<file path="src/rtl/hload_pkg.sv">
package hload_pkg;
  localparam int XLEN = 64;
  localparam int AW   = 32;
  localparam int NREG = 32;
  localparam int RIDX = $clog2(NREG);
  localparam int IW   = 32;
  localparam int DW   = 16;
  localparam int BW   = 8;

  localparam logic [5:0] PO_DISP     = 6'd40;
  localparam logic [5:0] PO_DISP_UPD = 6'd41;
  localparam logic [5:0] PO_EXT      = 6'd31;
  localparam logic [9:0] XO_IDX      = 10'd279;
  localparam logic [9:0] XO_IDX_UPD  = 10'd311;

  typedef enum logic [2:0] {K_DISP, K_DISP_UPD, K_IDX, K_IDX_UPD, K_BAD} kind_e;

  typedef enum logic [2:0] {
    S_IDLE, S_DEC, S_RHI, S_RLO, S_WDST, S_WBASE, S_FIN
  } state_e;

  function automatic logic kind_updates(kind_e k);
    return (k == K_DISP_UPD) || (k == K_IDX_UPD);
  endfunction

  function automatic logic kind_indexed(kind_e k);
    return (k == K_IDX) || (k == K_IDX_UPD);
  endfunction

  function automatic logic [XLEN-1:0] sext_disp(logic [DW-1:0] d);
    return {{(XLEN-DW){d[DW-1]}}, d};
  endfunction

  function automatic logic [XLEN-1:0] wrap_sum(logic [XLEN-1:0] a, logic [XLEN-1:0] b);
    return a + b;
  endfunction

  function automatic logic [XLEN-1:0] zext_half(logic [BW-1:0] hi, logic [BW-1:0] lo);
    return {{(XLEN-2*BW){1'b0}}, hi, lo};
  endfunction
endpackage

</file>
<file path="src/rtl/hload_decode.sv">
module hload_decode
  import hload_pkg::*;
(
  input  logic [IW-1:0]   instr,
  output kind_e           kind,
  output logic            legal,
  output logic [RIDX-1:0] rt,
  output logic [RIDX-1:0] ra,
  output logic [RIDX-1:0] rb,
  output logic [DW-1:0]   disp
);
  logic [5:0] opcd;
  logic [9:0] xo;
  logic       rc_unused;

  assign opcd      = instr[31:26];
  assign rt        = instr[25:21];
  assign ra        = instr[20:16];
  assign rb        = instr[15:11];
  assign disp      = instr[DW-1:0];
  assign xo        = instr[10:1];
  assign rc_unused = instr[0];

  always_comb begin
    kind = K_BAD;
    unique case (opcd)
      PO_DISP:     kind = K_DISP;
      PO_DISP_UPD: kind = K_DISP_UPD;
      PO_EXT: begin
        if (xo == XO_IDX)          kind = K_IDX;
        else if (xo == XO_IDX_UPD) kind = K_IDX_UPD;
      end
      default:     kind = K_BAD;
    endcase
  end

  // update forms with base field 0 are rejected
  assign legal = (kind != K_BAD) && !(kind_updates(kind) && (ra == '0));
endmodule

</file>
<file path="src/rtl/hload_agen.sv">
module hload_agen
  import hload_pkg::*;
(
  input  kind_e           kind,
  input  logic [RIDX-1:0] ra,
  input  logic [DW-1:0]   disp,
  input  logic [XLEN-1:0] ra_data,
  input  logic [XLEN-1:0] rb_data,
  output logic [AW-1:0]   ea
);
  logic [XLEN-1:0]    base;
  logic [XLEN-1:0]    offset;
  logic [XLEN-1:0]    sum;
  logic [XLEN-AW-1:0] sum_unused_hi;

  // register zero reads as literal zero only when no update is done
  assign base   = ((ra == '0) && !kind_updates(kind)) ? '0 : ra_data;
  assign offset = kind_indexed(kind) ? rb_data : sext_disp(disp);
  assign sum    = wrap_sum(base, offset);
  assign {sum_unused_hi, ea} = sum;
endmodule

</file>
<file path="src/rtl/hload_unit.sv">
module hload_unit
  import hload_pkg::*;
(
  input  logic            clk,
  input  logic            rst_n,
  input  logic            start,
  input  logic [IW-1:0]   instr,
  output logic            busy,
  output logic            done,
  output logic            illegal,
  output logic [RIDX-1:0] rf_ra_idx,
  input  logic [XLEN-1:0] rf_ra_data,
  output logic [RIDX-1:0] rf_rb_idx,
  input  logic [XLEN-1:0] rf_rb_data,
  output logic            mem_req,
  output logic [AW-1:0]   mem_addr,
  input  logic [BW-1:0]   mem_rdata,
  input  logic            mem_rvalid,
  output logic            rf_we,
  output logic [RIDX-1:0] rf_widx,
  output logic [XLEN-1:0] rf_wdata
);
  state_e          st;
  logic [IW-1:0]   instr_q;
  logic [RIDX-1:0] rt_q, ra_q;
  logic            upd_q, ill_q;
  logic [AW-1:0]   ea_q;
  logic [BW-1:0]   hi_q, lo_q;

  kind_e           dec_kind;
  logic            dec_legal;
  logic [RIDX-1:0] dec_rt, dec_ra, dec_rb;
  logic [DW-1:0]   dec_disp;
  logic [AW-1:0]   agen_ea;

  hload_decode u_dec (
    .instr (instr_q),
    .kind  (dec_kind),
    .legal (dec_legal),
    .rt    (dec_rt),
    .ra    (dec_ra),
    .rb    (dec_rb),
    .disp  (dec_disp)
  );

  hload_agen u_agen (
    .kind    (dec_kind),
    .ra      (dec_ra),
    .disp    (dec_disp),
    .ra_data (rf_ra_data),
    .rb_data (rf_rb_data),
    .ea      (agen_ea)
  );

  assign rf_ra_idx = dec_ra;
  assign rf_rb_idx = dec_rb;

  // named events for the checks below
  logic ev_wr_dst, ev_wr_base, ev_dec_bad;
  assign ev_wr_dst  = (st == S_WDST);
  assign ev_wr_base = (st == S_WBASE);
  assign ev_dec_bad = (st == S_DEC) && !dec_legal;

  always_ff @(posedge clk) begin
    if (!rst_n) begin
      st      <= S_IDLE;
      instr_q <= '0;
      rt_q    <= '0;
      ra_q    <= '0;
      upd_q   <= 1'b0;
      ill_q   <= 1'b0;
      ea_q    <= '0;
      hi_q    <= '0;
      lo_q    <= '0;
    end else begin
      unique case (st)
        S_IDLE: if (start) begin
          instr_q <= instr;
          st      <= S_DEC;
        end
        S_DEC: begin
          rt_q  <= dec_rt;
          ra_q  <= dec_ra;
          upd_q <= kind_updates(dec_kind);
          ea_q  <= agen_ea;
          ill_q <= !dec_legal;
          st    <= dec_legal ? S_RHI : S_FIN;
        end
        S_RHI: if (mem_rvalid) begin
          hi_q <= mem_rdata;
          st   <= S_RLO;
        end
        S_RLO: if (mem_rvalid) begin
          lo_q <= mem_rdata;
          st   <= S_WDST;
        end
        S_WDST:  st <= upd_q ? S_WBASE : S_FIN;
        S_WBASE: st <= S_FIN;
        S_FIN:   st <= S_IDLE;
        default: st <= S_IDLE;
      endcase
    end
  end

  assign busy     = (st != S_IDLE);
  assign mem_req  = (st == S_RHI) || (st == S_RLO);
  assign mem_addr = (st == S_RLO) ? (ea_q + AW'(1)) : ea_q;
  assign rf_we    = ev_wr_dst || ev_wr_base;
  assign rf_widx  = ev_wr_base ? ra_q : rt_q;
  assign rf_wdata = ev_wr_base ? {{(XLEN-AW){1'b0}}, ea_q} : zext_half(hi_q, lo_q);
  assign done     = (st == S_FIN);
  assign illegal  = (st == S_FIN) && ill_q;

  AST_LO_FOLLOWS_HI: assert property (@(posedge clk) disable iff (!rst_n)
    (mem_req && $past(mem_req) && $past(mem_rvalid)) |-> (mem_addr == $past(mem_addr) + AW'(1)));
  AST_BASE_AFTER_DEST: assert property (@(posedge clk) disable iff (!rst_n)
    ev_wr_base |-> $past(ev_wr_dst));
  AST_BAD_NO_ACCESS: assert property (@(posedge clk) disable iff (!rst_n)
    ev_dec_bad |=> (!mem_req && !rf_we && illegal));
  AST_DONE_PULSE: assert property (@(posedge clk) disable iff (!rst_n)
    done |=> !done);
  AST_DONE_AFTER_WRITE: assert property (@(posedge clk) disable iff (!rst_n)
    (done && !illegal) |-> $past(rf_we));
endmodule

</file>
<file path="config.mk">
export PLATFORM = sky130hd
export DESIGN_NAME = hload_unit
export DESIGN_NICKNAME = d
export VERILOG_FILES = /design/src/rtl/hload_pkg.sv /design/src/rtl/hload_decode.sv /design/src/rtl/hload_agen.sv /design/src/rtl/hload_unit.sv
export SDC_FILE = /design/constraint.sdc
export NUM_CORES = 1
export LEC_CHECK = 0
export ABC_AREA = 1
export BUFFER_PORTS_ARGS = -buffer_cell sky130_fd_sc_hd__buf_2
export CAP_MARGIN = 20
export CORE_MARGIN = 2
export CORE_UTILIZATION = 50
export CTS_BUF_LIST = sky130_fd_sc_hd__clkbuf_8
export DETAILED_ROUTE_END_ITERATION = 6
export GPL_TIMING_DRIVEN = 0
export PLACE_DENSITY = 0.77
export SLEW_MARGIN = 20
export SYNTH_ARGS = -nofsm -noshare
export SYNTH_HDL_FRONTEND = slang
export SYNTH_SLANG_ARGS = --single-unit
</file>
<file path="constraint.sdc">
create_clock -name clk -period 3 [get_ports clk]
set_input_delay 0 -clock clk [delete_from_list [all_inputs] [get_ports clk]]
set_output_delay 0 -clock clk [all_outputs]
set_load 0.01 [all_outputs]
</file>
==> metrics.md, run 1 <==
| Metric | Value |
|---|---|
| N_diodes | 0 |
| Vias in the first global route | 7,860 |
| Layout net count | 1,752 |
| MaxCap Viol Count | 0 |
| Slowest cell on the critical path | dfxtp_1 |
| Setup TNS | 0 ns |
| Leak | 0.005354 uW |
| Placed Area | 8869 um2 |
| Hold Crit Class | in2reg |
| Fmax | 333.9 MHz |
| Min Tclk post-route | 2.995 ns |
| CP Data Required Time | 3.27 ns |
| HPWL Detailed | 18,580 um |
| Seq pwr share | 0.243 |
| Multi-input logic area | 5027 um2 |
| CTS buffer count | 9 |
| Port buffer count | 189 |
| Aggregate global-route resource usage | 0.2838 |
| Power per cell area | 868.2 nW/um2 |
| Relative slew margins | 0.4749 |
| Critical path class | reg2reg |
| Final hold vios | 0 |
| Combinational Power Share | 0.661 |
| Final period util | 0.9983 |
| Clock power frac | 0.096 |
| Standard-cell row count | 44 |
| Sw Pwr | 4510 uW |
| Die Wd | 127.1 um |
| Final slew viol count | 0 |
| Syn_area_per_cell | 6.008 um2 |
| DRC violation count after routing | 0 |
| Pin count of the biggest net entering global routing | 16 |
| Number of fill cells | 1,285 |
| Mapped Area | 7576 um2 |
| CTS tree | built |
| Sw Share | 0.5104 |
| DR vias/cell | 5.200 |
| Longest Clk Path Bufs | 2 |
| Slew @ Worst Pin | 0.7876 ns |
| Core area | 14,640 um2 |
| Count of state elements after synthesis | 95 |
| Share of cells above drive strength 1 | 0.2560 |
| Largest stage delay on the critical path | 0.38 ns |
| Antenna violations before repair | 0 |
| Worst Path Arrival | 3.27 ns |
| Yosys cell types | 40 |
| Gr ovfl total | 0 |
| CP dominant cell by count | nand2_1 |
| Synthesized instance count | 1,261 |
| CTS root buffer | clkbuf_8 |
| Die footprint | 16,150 um2 |
| Total Wirelength | 24,960 um |
| Internal | 4326 uW |
| Clk Latency, worst-skew pair | 0.39 ns |
| DR pass1 iterations | 5 |
| Storage cell area | 1906 um2 |
| Crit path max fanout | 10 |
| Critical Path Source Type | flip-flop |
| Setup Viol. Count Final | 0 |
| CP Cell Sequence | nand2_1, inv_1, nand2_1, nor2_4, nand3_4, nand3_4, buf_4, nand2_1, inv_1, ha_1, nand2_1, inv_1, nand2_1, nand2_1, nand2_1, nand2_1, a21oi_1, nand2_1, inv_1, nand2_1, nand2_1, a21oi_1 |
| Placer congestion estimate | 0.9167 |
| Yosys warnings | 0 |
| Fin util | 0.6950 |
| Post-route total power | 8836 uW |
| H-tree depth | 3 |
| Post-synthesis sequential area ratio | 0.2510 |
| Area Growth Syn to Fin | 34.34% |
| CTS Sinks | 95 |
| Final Cell Area | 10,180 um2 |
| RSZ-0062 raised after global routing | yes |
| First-pass GRT wire length | 37,280 um |
| Drt initial violations | 651 |
| Ports | 288 |
| Worst Setup End Kind | flip-flop |
| Antenna viol nets, final | 0 |
| Clk_skew | 0.01917 ns |
| Starting density of the core | 0.5173 |
| Status | completed |
| DIE HEIGHT | 127.1 um |
| Buf/Inv on CP | 5 |
| Max VDD drop | 0.5330 mV |
| Average wire per standard cell | 14.39 um |
| Via Count | 9,022 |
| CP top delay family | simple AND/OR/NAND/NOR gates |
| Clock transition at the registers of the reported paths | 0.10 ns |
final timing paths:
path	slack (ns)	depth (start not counted)	end	start
setup reg to reg	0.005	22	ea_q[31]	instr_q[30]
hold / removal	0.05	3	lo_q[4]	mem_rvalid
hold reg to reg	0.47	2	lo_q[7]	lo_q[7]
setup / recovery	0.005	22	ea_q[31]	instr_q[30]
Yosys cell counts, drive strengths merged:
cell type / n / share of area
xor2: 36 / 0.042
nand4: 14 / 0.012
o211ai: 4 / 0.0040
nand3: 69 / 0.048
nor4: 8 / 0.0066
nand3b: 2 / 0.0020
a21oi: 123 / 0.081
nand2: 300 / 0.15
clkinv: 2 / 0.0017
nor2: 124 / 0.066
dfxtp: 95 / 0.25
a22oi: 1 / 0.00099
clkbuf: 33 / 0.016
o21ai: 110 / 0.073
xnor2: 3 / 0.0035
o21a: 2 / 0.0020
inv: 216 / 0.11
fa: 1 / 0.0026
o21bai: 8 / 0.0079
ha: 32 / 0.053
or2: 4 / 0.0033
buf: 50 / 0.047
nor3b: 1 / 0.00099
and2: 3 / 0.0025
nor3: 15 / 0.013
a211oi: 1 / 0.00099
conb: 1 / 0.00049
a21o: 3 / 0.0030
power groups by stage:
stage	registers [uW]	logic (uW)	clock network, uW
global placement	2110	4860	0
detailed placement	2130	4910	0
finish	2140	5840	851
global route	2200	6450	899
CTS	2110	5030	849
floorplan	2030	3490	0
through the flow:
stage / instances / setup slack, ns / hold WS (ns)
4_1_cts: 1722 / -0.008678 / 0.02542
6_report: 1735 / 0.005101 / 0.05251
2_1_floorplan: 1292 / 0.3235 / 0.1349
3_5_place_dp: 1665 / -0.2841 / 0.2742
5_1_grt: 1735 / -0.1723 / 0.07092
3_3_place_gp: 1665 / -0.2605 / 0.2622
timing repair:
item / in CTS / in global routing
hold endpoints to repair: 50 / 0
gates cloned: 0 / 3
endpoints found under the setup margin: 24 / 25
pin swaps: 0 / 30
setup buffers: 0 / 10
hold buffers: 42 / 0
resized for setup: 19 / 155
placed cells by master (no fill, tap or decap), drive strengths merged, types with 4 or more instances in the layout:
| cell type | instances |
|---|---|
| xor2 | 36 |
| nor4 | 8 |
| inv | 218 |
| dlygate4sd3 | 42 |
| nor2 | 124 |
| o21bai | 8 |
| o21ai | 110 |
| nand4 | 14 |
| buf | 256 |
| o211ai | 4 |
| dfxtp | 95 |
| nand3 | 69 |
| conb | 32 |
| or2 | 4 |
| clkbuf | 41 |
| nor3 | 15 |
| nand2 | 300 |
| ha | 32 |
| a21oi | 123 |
layout make-up:
cell class              count  share of cell area
well taps                 184             0.02262
clock inverters             3            0.002459
multi-input cells         896              0.4940
clock buffers              12             0.01623
repair buffers            244              0.1456
inverters                 218             0.08089
plain buffers              83             0.05102
flip-flops and latches     95              0.1872
worst register-to-register path: stages, from the launching register on:
cell and delay (ns):
dfxtp_1 0.38, nand2_1 0.07, inv_1 0.06, nand2_1 0.09, nor2_4 0.29, nand3_4 0.13, nand3_4 0.16, buf_4 0.18
nand2_1 0.06, inv_1 0.05, ha_1 0.29, nand2_1 0.16, inv_1 0.05, nand2_1 0.08, nand2_1 0.06, nand2_1 0.06
nand2_1 0.07, a21oi_1 0.18, nand2_1 0.12, inv_1 0.10, nand2_1 0.07, nand2_1 0.10, a21oi_1 0.07
flip-flops by register name, summed over array words and instances, names as in the netlist:
name	flops
rt_q	5
ea_q	32
hi_q	8
upd_q	1
lo_q	8
ra_q	5
st	3
ill_q	1
instr_q	32
layer usage:
metal | up-vias | global-route usage | wire [um]
li1 | 4487 | - | -
met1 | 3972 | 0.3826 | 10890
met2 | 476 | 0.4712 | 11280
met3 | 87 | 0.03308 | 1866
met4 | 0 | 0.1008 | 922
met5 | - | 0 | 0
logic make-up (layout without fill, tap and decap cells):
| group | count (synthesis) | after routing | synth area share |
|---|---|---|---|
| fa+ha+maj | 33 | 33 | 0.05549 |
| xor+xnor | 39 | 39 | 0.04509 |
| flops | 95 | 95 | 0.2510 |
| compound gates | 252 | 252 | 0.1728 |
| simple gates | 540 | 540 | 0.3029 |
| buf+inv | 301 | 560 | 0.1723 |
| other cells | 1 | 32 | 0.0004950 |
No activity file was read; power rests on OpenSTA's default activity.
==> run 2, diff against run 1 <==
--- a/config.mk
+++ b/config.mk
@@ -12,7 +12,6 @@
 export CORE_UTILIZATION = 50
 export CTS_BUF_LIST = sky130_fd_sc_hd__clkbuf_8
 export DETAILED_ROUTE_END_ITERATION = 6
-export GPL_TIMING_DRIVEN = 0
 export PLACE_DENSITY = 0.77
 export SLEW_MARGIN = 20
 export SYNTH_ARGS = -nofsm -noshare
==> run 2 against run 1 <==
Sequential power barely moved; critical path depth fell by 3; core utilization fell by 4.3 points; non-clock buffer count fell by 66; critical path type unchanged; highest routed layer unchanged.
==> metrics.md, run 2 (synthesized netlist as in run 1, its figures left out) <==
| Metric | Value |
|---|---|
| Pre-CTS WS | 0.1442 ns (+0.4283 ns) |
| CP Cell Sequence | nand2_1, inv_1, nand2_1, nor2_2, nand3_2, nand3_4, clkbuf_16, nand2_1, inv_1, ha_1, nand2_1, inv_1, nand3_1, nor3_1, nand3_1, nand3_1, nand2_1, nor2_1, nor2_1 |
| CTS Sinks | 95 (unchanged) |
| Worst Hold Depth | 6 (+3) |
| Hold Crit Class | in2reg |
| Worst Path Arrival | 3.11 ns (-0.16 ns) |
| R2r startpoint | instr_q[1] |
| Largest stage delay on the critical path | 0.34 ns (-0.04 ns) |
| R2R Path End | ea_q[27] |
| Vias in the first global route | 7,708 (-1.9%) |
| DIE HEIGHT | 127.1 um (unchanged) |
| Antenna violations before repair | 0 (unchanged) |
| CTS buffer count | 9 (unchanged) |
| Most common cell after layout, fill and taps aside | nand2_1 |
| Die footprint | 16,150 um2 (unchanged) |
| Worst min-delay path endpoint | ea_q[31] |
| Most frequent cells in the layout | nand2_1, inv_1, buf_2, nor2_1 |
| Final slew viol count | 0 (unchanged) |
| Largest regs | ea_q (32), instr_q (32) |
| Final period util | 0.9477 (-0.05061) |
| Pin count of the biggest net entering global routing | 65 (+49) |
| Die Wd | 127.1 um (unchanged) |
| Post-Layout Cell Count | 1,671 (-3.7%) |
| First-pass GRT wire length | 35,950 um (-3.6%) |
| Clock transition at the registers of the reported paths | 0.10 ns (about the same) |
| Critical Path Source Type | flip-flop |
| Min Tclk post-route | 2.843 ns (-0.1518 ns) |
| CP top delay family | simple AND/OR/NAND/NOR gates |
| Slew @ Worst Pin | 0.9692 ns (+0.1816 ns) |
| Worst reg2reg path depth | 19 (-14%) |
| Hold path start | rf_ra_data[31] |
| Total Wirelength | 22,450 um (-10%) |
| Placed cell count | 1,607 (-3.5%) |
| Standard-cell row count | 44 (unchanged) |
| Status | completed |
| Post-route total power | 8498 uW (-3.8%) |
| Starting density of the core | 0.5173 (unchanged) |
| Via Count | 8,516 (-5.6%) |
| Final setup margin | 0.1569 ns (+0.1518 ns) |
| Core area | 14,640 um2 (unchanged) |
| Port buffer count | 191 (+1.1%) |
| Longest Clk Path Bufs | 2 (unchanged) |
| Slowest cell on the critical path | ha_1 |
| Crit path max fanout | 16 (+6) |
| Clk Latency, worst-skew pair | 0.38 ns (about the same) |
| DR pass1 iterations | 5 (unchanged) |
| CP dominant cell by count | nand2_1 |
| Max VDD drop | 0.4332 mV (-19%) |
| Worst Setup End Kind | flip-flop |
| Clk_skew | 0.01408 ns (-0.005089 ns) |
| Power per cell area | 889.8 nW/um2 (+2.5%) |
| Relative slew margins | 0.3499 (-0.1250) |
| CP Data Required Time | 3.27 ns (about the same) |
| Leak | 0.005147 uW (-3.9%) |
| CTS tree | built |
| MaxCap Viol Count | 0 (unchanged) |
| Drt initial violations | 664 (+2.0%) |
| DR vias/cell | 5.096 (-2.0%) |
| H-tree depth | 3 (unchanged) |
| Share of cells above drive strength 1 | 0.2139 (-0.04211) |
| Ports | 288 (unchanged) |
| Buf/Inv on CP | 4 (-1) |
| HPWL Detailed | 16,760 um (-9.8%) |
| Setup Viol. Count Final | 0 (unchanged) |
| Gr ovfl total | 0 (unchanged) |
| N_diodes | 0 (unchanged) |
| Antenna viol nets, final | 0 (unchanged) |
| Aggregate global-route resource usage | 0.2700 (-0.01376) |
| Area Growth Syn to Fin | 26.06% |
| Placer congestion estimate | 0.9064 (-1.1%) |
| Critical path class | reg2reg |
| Average wire per standard cell | 13.43 um (-6.6%) |
| Final hold vios | 0 (unchanged) |
| Fmax | 351.7 MHz (+5.3%) |
| DRC violation count after routing | 0 (unchanged) |
| Setup TNS | 0 ns (unchanged) |
| CTS root buffer | clkbuf_8 |
| R2r setup slk | 0.16 ns (+0.15 ns) |
| Layout net count | 1,687 (-3.7%) |
run 2: changes by cell type in the layout (fill, tap and decap cells not counted), sizes merged:
cell and delta:
clkinv +2, buf -38, bufinv +2, clkinvlp -1
clkbuf -30, nand2 +1
run 2: worst min-delay path, cell delays in order:
cell and delay, ns:
buf_2 0.10, nand2_1 0.05, nand2_1 0.08, nand3_1 0.06, nand2_1 0.11, a21oi_1 0.07
run 2: metrics by stage:
stage	hold WS, ns	cell area [um2]	utilization
after floorplan	0.1349	7692	-
after detailed placement	0.2673	8594	0.5869
after global placement	0.2601	8594	0.5869
after global routing	0.1663	9550	0.6522
final	0.1387	9550	0.6522
after CTS	0.08083	9244	0.6312
run 2: cell type report:
| type | count | area, um2 |
|---|---|---|
| sequential | 95 | 1908 |
| timing repair buffer | 261 | 1620 |
| clock inverter | 6 | 91.34 |
| multi-input combinational | 897 | 4740 |
| fill | 1385 | 5094 |
| clock buffer | 10 | 137.6 |
| tap | 184 | 230.2 |
| inverter | 218 | 823.3 |
run 2: power breakdown:
group,total (uW),switching [uW],internal [uW]
combinational,5360,3360,2000
clock,974,475,498
sequential,2160,400,1760
run 2: worst max-delay path by stage:
stage                            from       end  slack (ns)  cells past startpoint
after CTS                  instr_q[9]  ea_q[13]        0.11                     18
after global placement    instr_q[30]  ea_q[20]        0.16                     17
after global routing       instr_q[3]  ea_q[17]       -0.05                     22
after floorplan           instr_q[30]  ea_q[18]        0.32                     19
after detailed placement   instr_q[9]  ea_q[30]        0.14                     18
final                      instr_q[1]  ea_q[27]        0.16                     19
run 2: per-layer routing:
metal  vias to the layer above  wire length, um  global-route usage
met5                         -                0                   0
met4                         0              687             0.09050
met3                        54             1331             0.03183
met2                       337             9835              0.4307
met1                      3778            10590              0.3807
li1                       4347                -                   -
run 2: what timing repair did:
item	CTS	global route
endpoints found under the hold margin	49	0
endpoints found under the setup margin	0	23
setup buffers	0	4
hold buffers	42	0
gates resized for setup	0	74
